==> src/rtl/irq_arb_pkg.sv <==
`timescale 1ns/1ps
package irq_arb_pkg;

  // Decides whether the right-hand entrant of a tournament node replaces the
  // left-hand one. The left side always carries the lower IDs, so only a
  // strictly higher priority displaces it; ties stay with the lower ID.
  function automatic logic right_takes(input logic        l_vld,
                                       input logic [31:0] l_prio,
                                       input logic        r_vld,
                                       input logic [31:0] r_prio);
    return r_vld && (!l_vld || (r_prio > l_prio));
  endfunction

endpackage

==> src/rtl/irq_src_state.sv <==
`timescale 1ns/1ps
module irq_src_state #(
  parameter int NUM_SOURCES = 40,
  parameter int ID_W        = 7
) (
  input  logic                   clk,
  input  logic                   rst_n,
  input  logic [NUM_SOURCES-1:0] req,
  input  logic                   take_go,
  input  logic [ID_W-1:0]        take_id,
  input  logic                   done_go,
  input  logic [ID_W-1:0]        done_id,
  output logic [NUM_SOURCES-1:0] pend_nxt,
  output logic [NUM_SOURCES-1:0] busy_nxt
);

  logic [NUM_SOURCES-1:0] pend_q, busy_q;
  logic [NUM_SOURCES-1:0] take_mask, done_mask;
  logic                   upd_en;

  // one-hot decode of the claim and completion IDs; IDs at or above
  // NUM_SOURCES match no bit and so have no effect
  for (genvar i = 0; i < NUM_SOURCES; i++) begin : g_dec
    assign take_mask[i] = take_go && (take_id == ID_W'(i));
    assign done_mask[i] = done_go && (done_id == ID_W'(i));
  end

  always_comb begin
    // source 0 is reserved and never latches a request
    pend_nxt    = (pend_q | req) & ~take_mask;
    pend_nxt[0] = 1'b0;
    // a claim of the same ID overrides a completion
    busy_nxt    = (busy_q & ~done_mask) | take_mask;
    upd_en      = (|req[NUM_SOURCES-1:1]) | take_go | done_go;
  end

  always_ff @(posedge clk or negedge rst_n) begin
    if (!rst_n) begin
      pend_q <= '0;
      busy_q <= '0;
    end else if (upd_en) begin
      pend_q <= pend_nxt;
      busy_q <= busy_nxt;
    end
  end

endmodule

==> src/rtl/irq_prio_tournament.sv <==
`timescale 1ns/1ps
module irq_prio_tournament
  import irq_arb_pkg::*;
#(
  parameter int NUM_SOURCES = 40,
  parameter int PRIO_W      = 3,
  parameter int ID_W        = 7
) (
  input  logic [NUM_SOURCES-1:0]        cand,
  input  logic [NUM_SOURCES*PRIO_W-1:0] prio,
  output logic [ID_W-1:0]               best_id
);

  localparam int LVL    = (NUM_SOURCES > 1) ? $clog2(NUM_SOURCES) : 1;
  localparam int LEAVES = 1 << LVL;

  // heap layout: node n has children 2n and 2n+1, leaves start at LEAVES
  logic              nd_v [2*LEAVES];
  logic [PRIO_W-1:0] nd_p [2*LEAVES];
  logic [ID_W-1:0]   nd_i [2*LEAVES];

  assign nd_v[0] = 1'b0;
  assign nd_p[0] = '0;
  assign nd_i[0] = '0;

  // leaves past NUM_SOURCES are padding and never qualify
  for (genvar l = 0; l < LEAVES; l++) begin : g_leaf
    if (l < NUM_SOURCES) begin : g_real
      assign nd_v[LEAVES+l] = cand[l];
      assign nd_p[LEAVES+l] = prio[l*PRIO_W +: PRIO_W];
      assign nd_i[LEAVES+l] = ID_W'(l);
    end else begin : g_pad
      assign nd_v[LEAVES+l] = 1'b0;
      assign nd_p[LEAVES+l] = '0;
      assign nd_i[LEAVES+l] = '0;
    end
  end

  for (genvar n = 1; n < LEAVES; n++) begin : g_node
    logic pick_r;
    assign pick_r  = right_takes(nd_v[2*n],   32'(nd_p[2*n]),
                                 nd_v[2*n+1], 32'(nd_p[2*n+1]));
    assign nd_v[n] = nd_v[2*n] | nd_v[2*n+1];
    assign nd_p[n] = pick_r ? nd_p[2*n+1] : nd_p[2*n];
    assign nd_i[n] = pick_r ? nd_i[2*n+1] : nd_i[2*n];
  end

  assign best_id = nd_v[1] ? nd_i[1] : '0;

endmodule

==> src/rtl/irq_claim_arbiter.sv <==
`timescale 1ns/1ps
module irq_claim_arbiter #(
  parameter int NUM_SOURCES = 40,
  parameter int PRIO_W      = 3,
  localparam int ID_W       = $clog2(NUM_SOURCES) + 1
) (
  input  logic                          clk,
  input  logic                          rst_n,
  input  logic [NUM_SOURCES-1:0]        src_req,
  input  logic [NUM_SOURCES*PRIO_W-1:0] src_prio,
  input  logic [NUM_SOURCES-1:0]        ctx_enable,
  input  logic [PRIO_W-1:0]             ctx_threshold,
  input  logic                          claim_req,
  input  logic                          complete_req,
  input  logic [ID_W-1:0]               complete_id,
  output logic [ID_W-1:0]               win_id,
  output logic                          ext_irq
);

  logic [NUM_SOURCES-1:0] pend_nxt, busy_nxt, cand;
  logic [ID_W-1:0]        best_id;
  logic [ID_W-1:0]        win_q, win_d;
  logic                   irq_q, irq_d;
  logic                   take_go;

  // a claim only acts when a winner is being presented
  assign take_go = claim_req && (win_q != '0);

  irq_src_state #(
    .NUM_SOURCES (NUM_SOURCES),
    .ID_W        (ID_W)
  ) u_state (
    .clk      (clk),
    .rst_n    (rst_n),
    .req      (src_req),
    .take_go  (take_go),
    .take_id  (win_q),
    .done_go  (complete_req),
    .done_id  (complete_id),
    .pend_nxt (pend_nxt),
    .busy_nxt (busy_nxt)
  );

  // eligibility is judged on the post-edge flags so the registered winner
  // never points at a source that the same edge has just claimed
  for (genvar i = 0; i < NUM_SOURCES; i++) begin : g_cand
    if (i == 0) begin : g_rsv
      assign cand[i] = 1'b0;
    end else begin : g_src
      assign cand[i] = pend_nxt[i] & ~busy_nxt[i] & ctx_enable[i] &
                       (src_prio[i*PRIO_W +: PRIO_W] > ctx_threshold);
    end
  end

  irq_prio_tournament #(
    .NUM_SOURCES (NUM_SOURCES),
    .PRIO_W      (PRIO_W),
    .ID_W        (ID_W)
  ) u_tourn (
    .cand    (cand),
    .prio    (src_prio),
    .best_id (best_id)
  );

  always_comb begin
    win_d = best_id;
    irq_d = (best_id != '0);
  end

  always_ff @(posedge clk or negedge rst_n) begin
    if (!rst_n) begin
      win_q <= '0;
      irq_q <= 1'b0;
    end else begin
      win_q <= win_d;
      irq_q <= irq_d;
    end
  end

  assign win_id  = win_q;
  assign ext_irq = irq_q;

endmodule

==> config.mk <==
export PLATFORM = sky130hd
export DESIGN_NAME = irq_claim_arbiter
export DESIGN_NICKNAME = d
export VERILOG_FILES = /design/src/rtl/irq_arb_pkg.sv /design/src/rtl/irq_src_state.sv /design/src/rtl/irq_prio_tournament.sv /design/src/rtl/irq_claim_arbiter.sv
export SDC_FILE = /design/constraint.sdc
export NUM_CORES = 1
export LEC_CHECK = 0
export ABC_CLOCK_PERIOD_IN_PS = 12100
export BUFFER_PORTS_ARGS = -buffer_cell sky130_fd_sc_hd__buf_2
export CAP_MARGIN = 20
export CORE_ASPECT_RATIO = 1.25
export CORE_MARGIN = 5
export CORE_UTILIZATION = 59
export CTS_BUF_LIST = sky130_fd_sc_hd__clkbuf_8
export CTS_CLUSTER_DIAMETER = 150
export CTS_CLUSTER_SIZE = 24
export DETAILED_ROUTE_END_ITERATION = 16
export GPL_ROUTABILITY_DRIVEN = 0
export PLACE_DENSITY = 0.91
export SETUP_SLACK_MARGIN = 0.1
export SLEW_MARGIN = 20
export SYNTH_ARGS = -nofsm -noshare
export SYNTH_HDL_FRONTEND = slang
export SYNTH_SLANG_ARGS = --single-unit
==> constraint.sdc <==
create_clock -name clk -period 12.1 [get_ports clk]
set_clock_uncertainty 0.2 [all_clocks]
set_input_delay 2.42 -clock clk [delete_from_list [all_inputs] [get_ports clk]]
set_output_delay 2.42 -clock clk [all_outputs]
set_load 0.02 [all_outputs]
### After elaboration in Yosys (flattened, before gate mapping)

Cells that the tools add are included.

* flip-flop bits (word level): 87
* bits of input ports: 214
* output and inout port bits: 8
* word-level logic and storage cells: 639

* magnitude comparators: 77
* equality and inequality tests: 78
* multiplexer cells: 78
* bitwise logic cells: 202
* reduce and logical (&&, ||, !) cells: 200

Operators with widths (count)
* $gt A3 B3 Y1: 77
* $eq A7 B5 Y1 const B: 32
* $mux W3: 40
* $logic_and A1 B1 Y1: 119
* $and A1 B1 Y1: 117
* $eq A7 B4 Y1 const B: 16
* $eq A7 B6 Y1 const B: 16
* $and A40 B40 Y40: 2
* $not A40 Y40: 2
* $or A40 B40 Y40: 2
* $mux W7: 10
* $eq A7 B3 Y1 const B: 8
* $or A1 B1 Y1: 40
* $not A1 Y1: 39
* $reduce_or A39 Y1: 1
* $logic_not A1 Y1: 38
* $logic_or A1 B1 Y1: 38
* $eq A7 B2 Y1 const B: 4
* $mux W1: 20
* $eq A7 B1 Y1 const B: 2
* $logic_not A7 Y1: 2
* $mux W2: 7
* $reduce_bool A7 Y1: 2
* $mux W4: 1

### Depth between registers and ports, before layout

* depth in word-level cells: 35
* depth in mapped cells: 54
* depth with buffers taken out: 52

### Modules after synthesis

From an unflattened synthesis, not the netlist that was laid out.

* cell total of the unflattened synthesis: 1575
* area total of the unflattened synthesis: 12525.8 µm²

Modules (own cells, without submodules)
* irq_prio_tournament: instances 1, cells each 841, area each 5724.2 µm², seq. area each 0.0 µm²
* irq_src_state: instances 1, cells each 366, area each 3719.8 µm², seq. area each 1976.9 µm²
* irq_claim_arbiter: instances 1, cells each 368, area each 3081.7 µm², seq. area each 200.2 µm²

### Least setup slack after synthesis

OpenSTA, ideal clock, no wires.

* kind: input -> register
* start: input port ctx_threshold[1]
* end: register win_q[2] (netlist: win_id[2])
* setup time: 0.139 ns
* arrival time: 11.375 ns
* data required time: 11.761 ns
* setup slack: 0.385 ns
* cell stages on the path: 48
* path buffers: 3
* path through: inv_1 -> ha_1 -> nand3_1 -> nand2_1 -> a2111oi_0 -> and2_1 -> clkbuf_1 -> mux2i_1 -> inv_1 -> ha_1 -> a21o_1 -> a21oi_1 -> a31oi_1 -> nor2_1 -> or2_1 -> clkbuf_1 -> mux2i_1 -> inv_1 -> [12 not listed] -> a21boi_1 -> mux2_2 -> ha_1 -> nor2b_1 -> o21a_1 -> o21ai_0 -> o21ai_0 -> o21a_1 -> buf_2 -> o311ai_1 -> ha_1 -> a21o_1 -> a21oi_1 -> a31oi_1 -> o22ai_1 -> nor2b_1 -> nor4b_1 -> a311oi_1

* word-level cells in the longest chain between the ends: 27
* elaborated cells between the ends (all ways): 297
* classes of those cells: order compare (58); mux (48); bitwise (77); reduce/logical (114)

Ends and longest elaborated chain
* from (decl): RTL line irq_claim_arbiter.sv:12 `input logic [PRIO_W-1:0] ctx_threshold,`
* $gt A3 B3 Y1: RTL line irq_claim_arbiter.sv:51 `(src_prio[i*PRIO_W +: PRIO_W] > ctx_threshold);`
* $and A1 B1 Y1: RTL line irq_claim_arbiter.sv:50 `assign cand[i] = pend_nxt[i] & ~busy_nxt[i] & ctx_enable[i] &`
* $logic_not A1 Y1: RTL line irq_arb_pkg.sv:11 `return r_vld && (!l_vld || (r_prio > l_prio));`
* $logic_or A1 B1 Y1: RTL line irq_arb_pkg.sv:11
* $logic_and A1 B1 Y1: RTL line irq_arb_pkg.sv:11
* $mux W3: RTL line irq_prio_tournament.sv:44 `assign nd_p[n] = pick_r ? nd_p[2*n+1] : nd_p[2*n];`
* $gt A3 B3 Y1: RTL line irq_arb_pkg.sv:11
* $logic_or A1 B1 Y1: RTL line irq_arb_pkg.sv:11
* [12 not listed]
* $logic_and A1 B1 Y1: RTL line irq_arb_pkg.sv:11
* $mux W3: RTL line irq_prio_tournament.sv:44
* $gt A3 B3 Y1: RTL line irq_arb_pkg.sv:11
* $logic_or A1 B1 Y1: RTL line irq_arb_pkg.sv:11
* $logic_and A1 B1 Y1: RTL line irq_arb_pkg.sv:11
* $mux W7: RTL line irq_prio_tournament.sv:45 `assign nd_i[n] = pick_r ? nd_i[2*n+1] : nd_i[2*n];`
* $mux W7 *: RTL line irq_prio_tournament.sv:48 `assign best_id = nd_v[1] ? nd_i[1] : '0;`
* net best_id[2]: RTL line irq_claim_arbiter.sv:21 `logic [ID_W-1:0] best_id;`
* to (signal assigned): RTL line irq_claim_arbiter.sv:75 `win_q <= win_d;`
* to (decl): RTL line irq_claim_arbiter.sv:22 `logic [ID_W-1:0] win_q, win_d;`

The timed path passes the listed nets; every way through them passes the cells marked *.
A chain may end at the register's enable or synchronous reset.

### Worst setup path after layout

* start: input port complete_id[4]
* end: register win_q[2] (netlist: win_id[2])

* word-level cells in the longest chain between the ends: 34
* elaborated cells between the ends (all ways): 456
* classes of those cells: order compare (19); eq/ne (39); mux (48); bitwise (197); reduce/logical (153)

Ends and longest elaborated chain
* from (decl): RTL line irq_claim_arbiter.sv:15 `input logic [ID_W-1:0] complete_id,`
* $eq A7 B5 Y1 (tied with other cells): RTL line irq_src_state.sv:25 `assign done_mask[i] = done_go && (done_id == ID_W'(i));`
* $logic_and A1 B1 Y1: RTL line irq_src_state.sv:25
* $not A40 Y40 *: RTL line irq_src_state.sv:33 `busy_nxt = (busy_q & ~done_mask) | take_mask;`
* $and A40 B40 Y40 *: RTL line irq_src_state.sv:33
* $or A40 B40 Y40 *: RTL line irq_src_state.sv:33
* $not A1 Y1: RTL line irq_claim_arbiter.sv:50
* $and A1 B1 Y1 (3 in a row): RTL line irq_claim_arbiter.sv:50
* $logic_not A1 Y1: RTL line irq_arb_pkg.sv:11
* [17 not listed]
* $logic_and A1 B1 Y1: RTL line irq_arb_pkg.sv:11
* $mux W3: RTL line irq_prio_tournament.sv:44
* $gt A3 B3 Y1: RTL line irq_arb_pkg.sv:11
* $logic_or A1 B1 Y1: RTL line irq_arb_pkg.sv:11
* $logic_and A1 B1 Y1: RTL line irq_arb_pkg.sv:11
* $mux W7: RTL line irq_prio_tournament.sv:45
* $mux W7 *: RTL line irq_prio_tournament.sv:48
* net best_id[2]: RTL line irq_claim_arbiter.sv:21

Marked as above.

==> results.json <==
{
  "criticalPathCategory": "in2reg",
  "crit_arrival_ns": 11.66,
  "fin_crit_ns": 11.60,
  "insertion_delay_ns": 0.39,
  "netlist_instances": 1352,
  "syn_nets": 1795,
  "multiInputGateArea_sq_um": 8450,
  "grt_pass1_vias": 11800,
  "startpoint": "complete_id[4]",
  "hp-start": "u_state.pend_q[8]",
  "synth_top_family_by_area": "adder cells",
  "grt_overflow": 0,
  "avgViaCountPerCell": 6.36,
  "fillerInstances": 1479,
  "cp_max_fo": 12,
  "cts.path.max_buffers": 2,
  "slowest_stage": "or4b_4",
  "io_buffers": 218,
  "fmax_ghz": 0.0862,
  "synth.distinct_cells": 92,
  "coreArea_sq_um": 18900,
  "synthArstFlopShare_pct": 100,
  "worst_pin_slew_ns": 0.991,
  "core.rowCount": 56,
  "synth_area_sq_um": 11400,
  "timing.rr.end": "win_id[2]",
  "final_max_slew_viol_count": 0,
  "die_h_microns": 165,
  "die_w_microns": 134,
  "cp.depth": 43,
  "worst_ir_drop_vdd_mv": 0.163,
  "area_growth_syn_to_layout_pct": 15.3,
  "cts_tree": "done",
  "root_buffer": "clkbuf_8",
  "synth_top_area_share_pct": 25.1,
  "cap_violations": 0,
  "clkTransAtPathRegs_ns": 0.09,
  "cts_made_buffers": 9,
  "yosysTopAreaCell": "ha_1",
  "seq_area_frac_synth_pct": 18.6,
  "ys_top_cells_by_area": "ha_1, dfrtp_1, inv_1, mux2i_1, o21ai_0",
  "relSlewSlack_pct": 33.0,
  "grt_pass1_wl_microns": 53700,
  "reg2reg_slack_ns": 2.07,
  "drt-total-wl_microns": 34700,
  "powerDensity_nw_per_um2": 176,
  "dpl.hpwl_microns": 28700,
  "start_kind": "primary input",
  "critPathCapture": "win_id[2]",
  "hold_class": "reg2reg",
  "synth_mux_area_share_pct": 7.85,
  "cp.required_ns": 12.16,
  "die_area_sq_um": 22200,
  "setup_viol": 0,
  "crit_family": "compound AO/OA/AOI/OAI gates",
  "p_leak_nw": 6.77,
  "drc_errors": 0,
  "drive_gt1_share_pct": 20.8,
  "post-place-cells": 1802,
  "synth_edf_count": 0,
  "outcome": "completed",
  "stdcell_count": 1827,
  "critPathMaxStageDelay_ns": 0.68,
  "synth_ff_type": "dfrtp_1",
  "antenna_found_initial": 4,
  "cts_max_level": 3,
  "fin_crit_sh_pct": 95.9,
  "initial_core_util_pct": 60.3,
  "seqCellArea_sq_um": 2130,
  "ff2ff_path_depth": 44,
  "wire_per_inst_microns": 19.0,
  "cp-end-kind": "flip-flop",
  "synth.avg_cell_area_sq_um": 8.44,
  "min_path_cells": 1,
  "synth-simple-area-share_pct": 16.2,
  "vias": 11600,
  "pin_count": 222,
  "r2r-start": "win_id[1]",
  "drt-initial-drc-count": 722,
  "synth_xor_area_share_pct": 0,
  "synth_seq_cells": 85,
  "grt_max_degree": 86,
  "yosys_warnings": 0,
  "fin_tns_setup_ns": 0,
  "cts_sinks": 85,
  "drtAntennaViolNets": 0,
  "first_pass_iters": 5,
  "worst-path-buf-inv": 3,
  "track_usage_pct": 29.9,
  "hold_viol_final": 0,
  "cp_common_cell": "ha_1",
  "grt_setup_unrepaired": "false",
  "synthAdderAreaFrac_pct": 25.1,
  "synth-compound-area-share_pct": 24.5,
  "fin_util_pct": 69.5,
  "fin_nets": 2032
}
## registers in the layout, summed over array words and instances (netlist names)
signal,count
u_state.pend_q,39
ext_irq,1
win_id,6
u_state.busy_q,39
## cell usage in the layout (no fill, tap or decap), types with 24 or more instances in the layout
master / count
o21a_1: 45
a21o_1: 24
dfrtp_1: 85
nand3_1: 61
nor2_1: 44
nand2_1: 76
a21oi_1: 63
a31oi_1: 32
inv_1: 190
nor2b_1: 52
mux2i_1: 67
ha_1: 229
buf_4: 33
buf_2: 217
o21ai_0: 103
## cell usage after synthesis (8+ instances only)
master / count
nor2_1: 44
inv_1: 190
a211oi_1: 10
a21o_1: 24
nand4_1: 10
a21oi_1: 64
o21ai_1: 11
nor2b_1: 52
o32ai_1: 9
nand2b_1: 14
mux2i_1: 67
nand2_1: 76
o21a_1: 45
a31oi_1: 32
and2_1: 8
mux2_2: 20
o21ai_0: 105
clkbuf_1: 13
nand3_1: 61
dfrtp_1: 85
o22a_1: 14
buf_2: 9
ha_1: 229
## per-layer routing
layer | global-route usage [%] | vias to the layer above | share of wire [%]
met5 | 0 | - | 0.092
met4 | 15.9 | 4 | 5.1
met3 | 4.82 | 150 | 8.2
met2 | 55.1 | 568 | 51
met1 | 32.9 | 5465 | 36
li1 | - | 5441 | -
## cell families (layout without fill, tap and decap cells)
kind of cell | count (synthesis) | count (layout)
compound gates | 404 | 404
fa+ha+maj | 229 | 229
buf+inv | 218 | 459
flops | 85 | 85
mux | 87 | 87
other cells | 1 | 3
simple gates | 328 | 328
## worst min path at each step
stage | endpoint | slack (ns)
after detailed placement | u_state.pend_q[8] | 0.27
after floorplan | u_state.pend_q[8] | 0.25
final | u_state.pend_q[8] | 0.29
after global placement | u_state.pend_q[8] | 0.26
after global routing | u_state.pend_q[8] | 0.31
after CTS | u_state.pend_q[8] | 0.29
## worst reg2reg max path, delay by kind of cell (launching register included)
family,cells,cell delay [ns]
and+or+nand+nor,11,2.89
buffers and inverters,2,0.28
DFF,1,0.58
muxes,2,0.65
adders and majority gates,5,1.53
AOI/OAI and AO/OA,24,3.78
## report_power, final
| group | internal, mW | total (mW) | switching (mW) |
|---|---|---|---|
| combinational | 0.709 | 1.67 | 0.966 |
| clock | 0.0988 | 0.206 | 0.107 |
| sequential | 0.377 | 0.438 | 0.0610 |
## what timing repair did
action                                  in CTS  in global routing
hold buffers                                 0                  0
gates resized for setup                      0                 14
buffers inserted                             0                  8
endpoints found under the setup margin       0                  4
## per-stage QoR
step           power [mW]  hold slack (ns)  worst slack (ns)  instance area [sq um]
5_1_grt              2.48            0.308            0.0639                  13200
2_1_floorplan        1.59            0.246             0.385                  11400
3_5_place_dp         2.02            0.266            0.0223                  12800
4_1_cts              2.23            0.286             0.424                  13000
6_report             2.32            0.287             0.500                  13200
3_3_place_gp         1.95            0.256             0.390                  12800
## cell type report
class | instances | share of cell area, %
Multi-Input combinational cell | 1049 | 64.2
Sequential cell | 85 | 16.2
Timing Repair Buffer | 254 | 10.5
Inverter | 190 | 5.45
Tap cell | 232 | 2.21
Clock buffer | 10 | 1.05
Clock inverter | 5 | 0.399
Antenna cell | 2 | 0.0380
No activity file was read; power rests on OpenSTA's default activity.
